===== src/rtl/sfs_pkg.sv =====
package sfs_pkg;

    typedef enum logic [1:0] {
        ST_OFF      = 2'd0,
        ST_WAIT_DIS = 2'd1,
        ST_SOFT     = 2'd2,
        ST_RUN      = 2'd3
    } sup_state_e;

    typedef enum logic {
        RAMP_FALL = 1'b0,
        RAMP_RISE = 1'b1
    } ramp_mode_e;

    localparam int unsigned NUM_MON  = 4;
    localparam int unsigned MON_VDD  = 0;
    localparam int unsigned MON_REF  = 1;
    localparam int unsigned MON_LINE = 2;
    localparam int unsigned MON_SD   = 3;

endpackage


===== src/rtl/sfs_hyst_cmp.sv =====
module sfs_hyst_cmp #(
    parameter int unsigned W        = 12,
    parameter bit          LOW_GOOD = 1'b0
) (
    input  logic         clk,
    input  logic         rst_n,
    input  logic [W-1:0] code_i,
    input  logic [W-1:0] on_thr_i,
    input  logic [W-1:0] off_thr_i,
    output logic         good_o
);

    typedef struct packed {
        logic good;
    } cmp_state_t;

    cmp_state_t s_d, s_q;

    generate
        if (LOW_GOOD) begin : g_low
            // input is healthy while it stays at or under its limit
            always_comb begin
                s_d      = s_q;
                s_d.good = (code_i <= on_thr_i) && (code_i <= off_thr_i);
            end

            // a code above the limit reads bad on the next edge
            a_r5_trip_above: assert property (@(posedge clk) disable iff (!rst_n)
                (code_i > off_thr_i) |=> !good_o);
        end else begin : g_hyst
            // rising level to turn good, lower level to turn bad
            always_comb begin
                s_d = s_q;
                if (s_q.good) s_d.good = (code_i >= off_thr_i);
                else          s_d.good = (code_i >= on_thr_i);
            end

            // hysteresis holds the present verdict inside the band
            a_r3_keep_good: assert property (@(posedge clk) disable iff (!rst_n)
                (good_o && code_i >= off_thr_i) |=> good_o);
            a_r3_keep_bad: assert property (@(posedge clk) disable iff (!rst_n)
                (!good_o && code_i < on_thr_i) |=> !good_o);
        end
    endgenerate

    always_ff @(posedge clk or negedge rst_n) begin
        if (!rst_n) s_q <= '0;
        else        s_q <= s_d;
    end

    assign good_o = s_q.good;

endmodule


===== src/rtl/sfs_ss_ramp.sv =====
module sfs_ss_ramp
    import sfs_pkg::*;
#(
    parameter int unsigned W    = 12,
    parameter int unsigned MAX  = 500,
    parameter int unsigned UP   = 25,
    parameter int unsigned DN   = 30,
    parameter int unsigned TICK = 4
) (
    input  logic         clk,
    input  logic         rst_n,
    input  ramp_mode_e   mode_i,
    output logic [W-1:0] ss_o
);

    localparam int unsigned TW = (TICK > 1) ? $clog2(TICK) : 1;

    typedef struct packed {
        logic [W-1:0]  ss;
        logic [TW-1:0] tick;
    } ramp_state_t;

    ramp_state_t s_d, s_q;
    logic [W:0]  sum_up;

    always_comb begin
        s_d    = s_q;
        sum_up = {1'b0, s_q.ss} + (W+1)'(UP);
        if (mode_i == RAMP_RISE) begin
            if (s_q.tick == TW'(TICK - 1)) begin
                s_d.tick = '0;
                s_d.ss   = (sum_up >= (W+1)'(MAX)) ? W'(MAX) : sum_up[W-1:0];
            end else begin
                s_d.tick = s_q.tick + 1'b1;
            end
        end else begin
            s_d.tick = '0;
            s_d.ss   = (s_q.ss >= W'(DN)) ? (s_q.ss - W'(DN)) : '0;
        end
    end

    always_ff @(posedge clk or negedge rst_n) begin
        if (!rst_n) s_q <= '0;
        else        s_q <= s_d;
    end

    assign ss_o = s_q.ss;

    // full scale is a hard ceiling
    a_r11_ss_bounded: assert property (@(posedge clk) disable iff (!rst_n)
        ss_o <= W'(MAX));
    // discharge removes a whole step each clock while there is room
    a_r8_fall_step: assert property (@(posedge clk) disable iff (!rst_n)
        (mode_i == RAMP_FALL && ss_o >= W'(DN)) |=> (ss_o == $past(ss_o) - W'(DN)));

endmodule


===== src/rtl/sfs_supervisor.sv =====
module sfs_supervisor
    import sfs_pkg::*;
#(
    parameter int unsigned W          = 12,
    parameter int unsigned VDD_ON_HI  = 1500,
    parameter int unsigned VDD_ON_LO  = 900,
    parameter int unsigned VDD_OFF    = 850,
    parameter int unsigned REF_ON     = 475,
    parameter int unsigned REF_OFF    = 450,
    parameter int unsigned LINE_ON    = 500,
    parameter int unsigned LINE_OFF   = 450,
    parameter int unsigned SD_TRIP    = 50,
    parameter int unsigned SS_RESTART = 50,
    parameter int unsigned SS_MAX     = 500,
    parameter int unsigned SS_UP      = 25,
    parameter int unsigned SS_DN      = 30,
    parameter int unsigned SS_TICK    = 4
) (
    input  logic         clk,
    input  logic         rst_n,
    input  logic [W-1:0] vdd_code_i,
    input  logic [W-1:0] ref_code_i,
    input  logic [W-1:0] line_code_i,
    input  logic [W-1:0] sd_code_i,
    input  logic         hi_start_sel_i,
    input  logic [W-1:0] err_code_i,
    output logic         en_o,
    output logic         fault_o,
    output logic [W-1:0] ss_o,
    output logic [W-1:0] err_lim_o
);

    logic [NUM_MON-1:0][W-1:0] mon_code;
    logic [NUM_MON-1:0][W-1:0] mon_on;
    logic [NUM_MON-1:0][W-1:0] mon_off;
    logic [NUM_MON-1:0]        mon_good;
    logic                      all_good;

    always_comb begin
        mon_code[MON_VDD]  = vdd_code_i;
        mon_on[MON_VDD]    = hi_start_sel_i ? W'(VDD_ON_HI) : W'(VDD_ON_LO);
        mon_off[MON_VDD]   = W'(VDD_OFF);
        mon_code[MON_REF]  = ref_code_i;
        mon_on[MON_REF]    = W'(REF_ON);
        mon_off[MON_REF]   = W'(REF_OFF);
        mon_code[MON_LINE] = line_code_i;
        mon_on[MON_LINE]   = W'(LINE_ON);
        mon_off[MON_LINE]  = W'(LINE_OFF);
        mon_code[MON_SD]   = sd_code_i;
        mon_on[MON_SD]     = W'(SD_TRIP);
        mon_off[MON_SD]    = W'(SD_TRIP);
    end

    generate
        for (genvar g = 0; g < NUM_MON; g++) begin : g_mon
            sfs_hyst_cmp #(
                .W       (W),
                .LOW_GOOD(g == MON_SD)
            ) u_cmp (
                .clk      (clk),
                .rst_n    (rst_n),
                .code_i   (mon_code[g]),
                .on_thr_i (mon_on[g]),
                .off_thr_i(mon_off[g]),
                .good_o   (mon_good[g])
            );
        end
    endgenerate

    assign all_good = &mon_good;

    typedef struct packed {
        sup_state_e state;
    } sup_reg_t;

    sup_reg_t   s_d, s_q;
    ramp_mode_e ramp_mode;
    logic [W-1:0] ss_val;

    // sequencer: off -> soft -> run, any fault -> discharge -> off
    always_comb begin
        s_d = s_q;
        unique case (s_q.state)
            ST_OFF: begin
                if (all_good && ss_val == '0) s_d.state = ST_SOFT;
            end
            ST_WAIT_DIS: begin
                if (ss_val < W'(SS_RESTART)) s_d.state = ST_OFF;
            end
            ST_SOFT: begin
                if (!all_good)                 s_d.state = ST_WAIT_DIS;
                else if (ss_val == W'(SS_MAX)) s_d.state = ST_RUN;
            end
            ST_RUN: begin
                if (!all_good) s_d.state = ST_WAIT_DIS;
            end
            default: s_d.state = ST_OFF;
        endcase
    end

    always_ff @(posedge clk or negedge rst_n) begin
        if (!rst_n) s_q <= '{state: ST_OFF};
        else        s_q <= s_d;
    end

    assign ramp_mode = (s_q.state == ST_SOFT || s_q.state == ST_RUN) ? RAMP_RISE : RAMP_FALL;

    sfs_ss_ramp #(
        .W   (W),
        .MAX (SS_MAX),
        .UP  (SS_UP),
        .DN  (SS_DN),
        .TICK(SS_TICK)
    ) u_ramp (
        .clk   (clk),
        .rst_n (rst_n),
        .mode_i(ramp_mode),
        .ss_o  (ss_val)
    );

    assign en_o      = (s_q.state == ST_SOFT) || (s_q.state == ST_RUN);
    assign fault_o   = (s_q.state == ST_WAIT_DIS);
    assign ss_o      = ss_val;
    assign err_lim_o = !en_o ? '0 : ((err_code_i < ss_val) ? err_code_i : ss_val);

    // enabling needs every monitor good on the prior edge
    a_r6_en_needs_good: assert property (@(posedge clk) disable iff (!rst_n)
        $rose(en_o) |-> $past(all_good));
    // a bad monitor ends the enabled phase on the next edge
    a_r8_fault_stops_en: assert property (@(posedge clk) disable iff (!rst_n)
        (en_o && !all_good) |=> (!en_o && fault_o));
    // every start begins from an empty soft-start value
    a_r7_start_zero: assert property (@(posedge clk) disable iff (!rst_n)
        $rose(en_o) |-> (ss_val == '0));
    // no release while the value is at or over the restart level
    a_r9_wait_restart: assert property (@(posedge clk) disable iff (!rst_n)
        (fault_o && ss_val >= W'(SS_RESTART)) |=> fault_o);
    // the limited error never passes the soft-start value
    a_r10_err_limited: assert property (@(posedge clk) disable iff (!rst_n)
        err_lim_o <= ss_val);

endmodule


===== config.mk =====
export PLATFORM = sky130hd
export DESIGN_NAME = sfs_supervisor
export DESIGN_NICKNAME = d
export VERILOG_FILES = /design/src/rtl/sfs_pkg.sv /design/src/rtl/sfs_hyst_cmp.sv /design/src/rtl/sfs_ss_ramp.sv /design/src/rtl/sfs_supervisor.sv
export SDC_FILE = /design/constraint.sdc
export NUM_CORES = 1
export LEC_CHECK = 0
export CORE_MARGIN = 5
export CORE_UTILIZATION = 40
export CTS_CLUSTER_DIAMETER = 50
export CTS_CLUSTER_SIZE = 40
export DETAILED_ROUTE_END_ITERATION = 8
export GPL_ROUTABILITY_DRIVEN = 0
export HOLD_SLACK_MARGIN = 0.08
export PLACE_DENSITY = 0.89
export SYNTH_ARGS = -nofsm -noshare
export SYNTH_HDL_FRONTEND = slang
export SYNTH_SLANG_ARGS = --single-unit
export TNS_END_PERCENT = 20

===== constraint.sdc =====
create_clock -name clk -period 2.56 [get_ports clk]
set_input_delay 0.512 -clock clk [delete_from_list [all_inputs] [get_ports clk]]
set_output_delay 0.512 -clock clk [all_outputs]
set_load 0.01 [all_outputs]

==> flow_metrics.tcl <==
set metrics [dict create \
    drc_errors 0 \
    hold_depth 1 \
    synth.area.top_cells "dfrtp_1 (22%), ha_1 (11%), nand2_1 (7.1%)" \
    portBuffers 86 \
    reg2reg_depth 8 \
    synth_fp_nets 363 \
    drive_gt1_frac 0.231 \
    die_y_um 85.2 \
    rsz0062_at_grt "yes" \
    synth_seq_cells 20 \
    start_kind "input pin" \
    cts.path.max_buffers 2 \
    hold_violations 0 \
    synth_edf_count 0 \
    status "finished with violations" \
    holdWs_ns 0.464 \
    peakVddDrop_mv 0.447 \
    max_slew_margin 0.692 \
    arrival_ns 2.28 \
    synth_top_area_cell "dfrtp_1" \
    initial_core_util 0.411 \
    layout.cells.most_common "clkdlybuf4s50_1" \
    timing.rr.end "u_ramp.ss_o[4]" \
    grt_antenna_before_repair 0 \
    yosysWarnings 0 \
    die_w_um 85.2 \
    routedWlPerCell_um 17.1 \
    drv_slew 0 \
    clock_latency_ns 0.27 \
    grt_start_max_net_pins 44 \
    grtUsageTotal 0.205 \
    diodes 0 \
    grt_overflow_total 0 \
    place_inst 442 \
    synth_top_cell_area_share 0.221 \
    grt_pass1_wl_um 12200 \
    num_io_pins 89 \
    multi_input_area_mm2 0.00165 \
    finalWorstSetupSlack_ns -0.227 \
    design_area_mm2 0.00341 \
    ys.flop_type "dfrtp_1" \
    place_ws_ns -1.04 \
    fmax_mhz 359 \
    hold_class "flip-flop to flip-flop" \
    avgViaCountPerCell 5.83 \
    violations "negative setup slack" \
    hold_path_end "u_ramp.s_q[0]" \
    crit_fanout 5 \
    synth_area_mm2 0.00226 \
    power_density_mw_per_mm2 900 \
    cts-root-buf "clkbuf_8" \
    regArea_um2 500 \
    crit_path_top_delay_cell "o31a_1" \
    min_period_over_period 1.09 \
    crit_type "input pin to output port" \
    drt_iter0_drc 278 \
    place_hpwl_um 5940 \
    cts_tree "done" \
    critPathRequiredTime_ns 2.05 \
    fill_cells 432 \
    async_flop_share 1.00 \
    cp_cell_sequence "dlygate4sd2_1 > ha_1 > nor2_1 > o31a_1 > a21oi_4 > buf_6 > mux2i_2 > buf_2" \
    skew_ns 0.00654 \
    post_synth_num_cell_types 59 \
    vias 2614 \
    grt_pass1_vias 2561 \
    nets 460 \
    cp-end-kind "output port" \
    drtAntennaViolNets 0 \
    row_count 27 \
    layout_common_cells "clkdlybuf4s50_1 (62), nand2_1 (43), buf_4 (27)" \
    hp-start "u_ramp.s_q[0]" \
    cap_violations 0 \
    clk_pin_slew_ns 0.08 \
    crit_path_max_incr_delay_ns 0.32 \
    reg2reg_from "u_ramp.ss_o[0]" \
    wl_um 7660 \
    post_synth.cell_area_avg_um2 8.08 \
    numCtsBuffers 3 \
    r2r_slack_ns 0.17 \
    clock-sinks 20 \
    fin_cells 448 \
    setup_viol 12 \
    cts_hold_buf 0 \
    synth_cells 280 \
    dieArea_mm2 0.00726 \
    core_mm2 0.00551 \
    tns_ns -2.02 \
    layout_min_cycle_time_ns 2.79 \
    power_leakage_nw 1.44 \
    drtPass1Iterations 5 \
    worst_slew_pin_slew_ns 0.455 \
    synth-seq-area-share 0.221 \
    htreeDepth 1 \
    placedInstanceArea_mm2 0.00330 \
    areaGrowthSynthToFinish_pct 50.7 \
]
logic make-up after synthesis:
group / synth area share
AO/OA/AOI/OAI: 0.253
buffers and inverters: 0.101
XOR/XNOR: 0.0194
multiplexers: 0.0725
flip-flops: 0.221
adder cells (fa/ha/maj): 0.111
AND/OR/NAND/NOR: 0.223
worst max-delay path: cells and delay by family:
family,cells,cell delay [ns]
buf+inv,3,0.61
compound gates,2,0.59
fa+ha+maj,1,0.30
mux,1,0.22
simple gates,1,0.05
final cells by class:
type | instances | area share
multi-input combinational | 220 | 0.484
timing repair buffer | 117 | 0.305
sequential | 20 | 0.147
tap | 72 | 0.0264
inverter | 15 | 0.0165
clock inverter | 1 | 0.00881
clock buffer | 3 | 0.0121
report_power, final:
group / total, mW / switching [mW] / internal [mW]
logic: 2.28 / 1.20 / 1.08
registers: 0.459 / 0.0511 / 0.408
clock network: 0.332 / 0.123 / 0.209
metal layers:
| layer | global-route usage | vias to the layer above | share of wire |
|---|---|---|---|
| met4 | 0.0489 | 0 | 0.019 |
| met3 | 0.0485 | 24 | 0.10 |
| li1 | - | 1198 | - |
| met1 | 0.249 | 1217 | 0.38 |
| met5 | 0 | - | 0 |
| met2 | 0.363 | 175 | 0.50 |
state kept, by name, summed over array words and instances, names as in the netlist:
name and cells:
u_ramp.ss_o 12, g_mon.u_cmp.good_o 4, s_q 2, u_ramp.s_q 2
per-stage QoR:
step                 util  power [mW]
finish              0.619        3.07
global route        0.619        3.24
CTS                 0.616        2.98
detailed placement  0.599        2.50
global placement    0.599        2.43
floorplan               -        1.82
timing repair:
item | in CTS | in global routing
pin swaps | 16 | 2
setup buffers | 1 | 1
setup endpoints to repair | 12 | 13
resized for setup | 88 | 2
cells in the mapped netlist (all sizes together) (2+ instances only):
cell and number:
mux2i 14, inv 15, a31oi 2, xnor2 4, nand4 2, nor4 4
ha 20, and2 4, o211ai 3, nand2b 2, nor2b 2, nand2 44
nor3 7, a21o 6, a41oi 2, nand3 6, dfrtp 20, clkbuf 5
o21ai 19, buf 20, nor2 18, a31o 2, or3 3, a21oi 16
o21a 4, o31ai 4, o311ai 2, o31a 2, a211o 3, and3 3
o2111ai 2, or4 3, a211oi 6
worst max-delay path by stage:
| stage | startpoint | to | slack, ns | cells after the start |
|---|---|---|---|---|
| global placement | err_code_i[6] | err_lim_o[5] | -0.97 | 8 |
| detailed placement | err_code_i[5] | err_lim_o[4] | -1.04 | 8 |
| global route | u_ramp.ss_o[1] | err_lim_o[4] | -0.31 | 9 |
| CTS | u_ramp.ss_o[1] | err_lim_o[4] | -0.20 | 9 |
| finish | err_code_i[3] | err_lim_o[4] | -0.23 | 8 |
| floorplan | u_ramp.ss_o[5] | err_lim_o[6] | 0.04 | 8 |
Power figures use the tool's default switching activity.
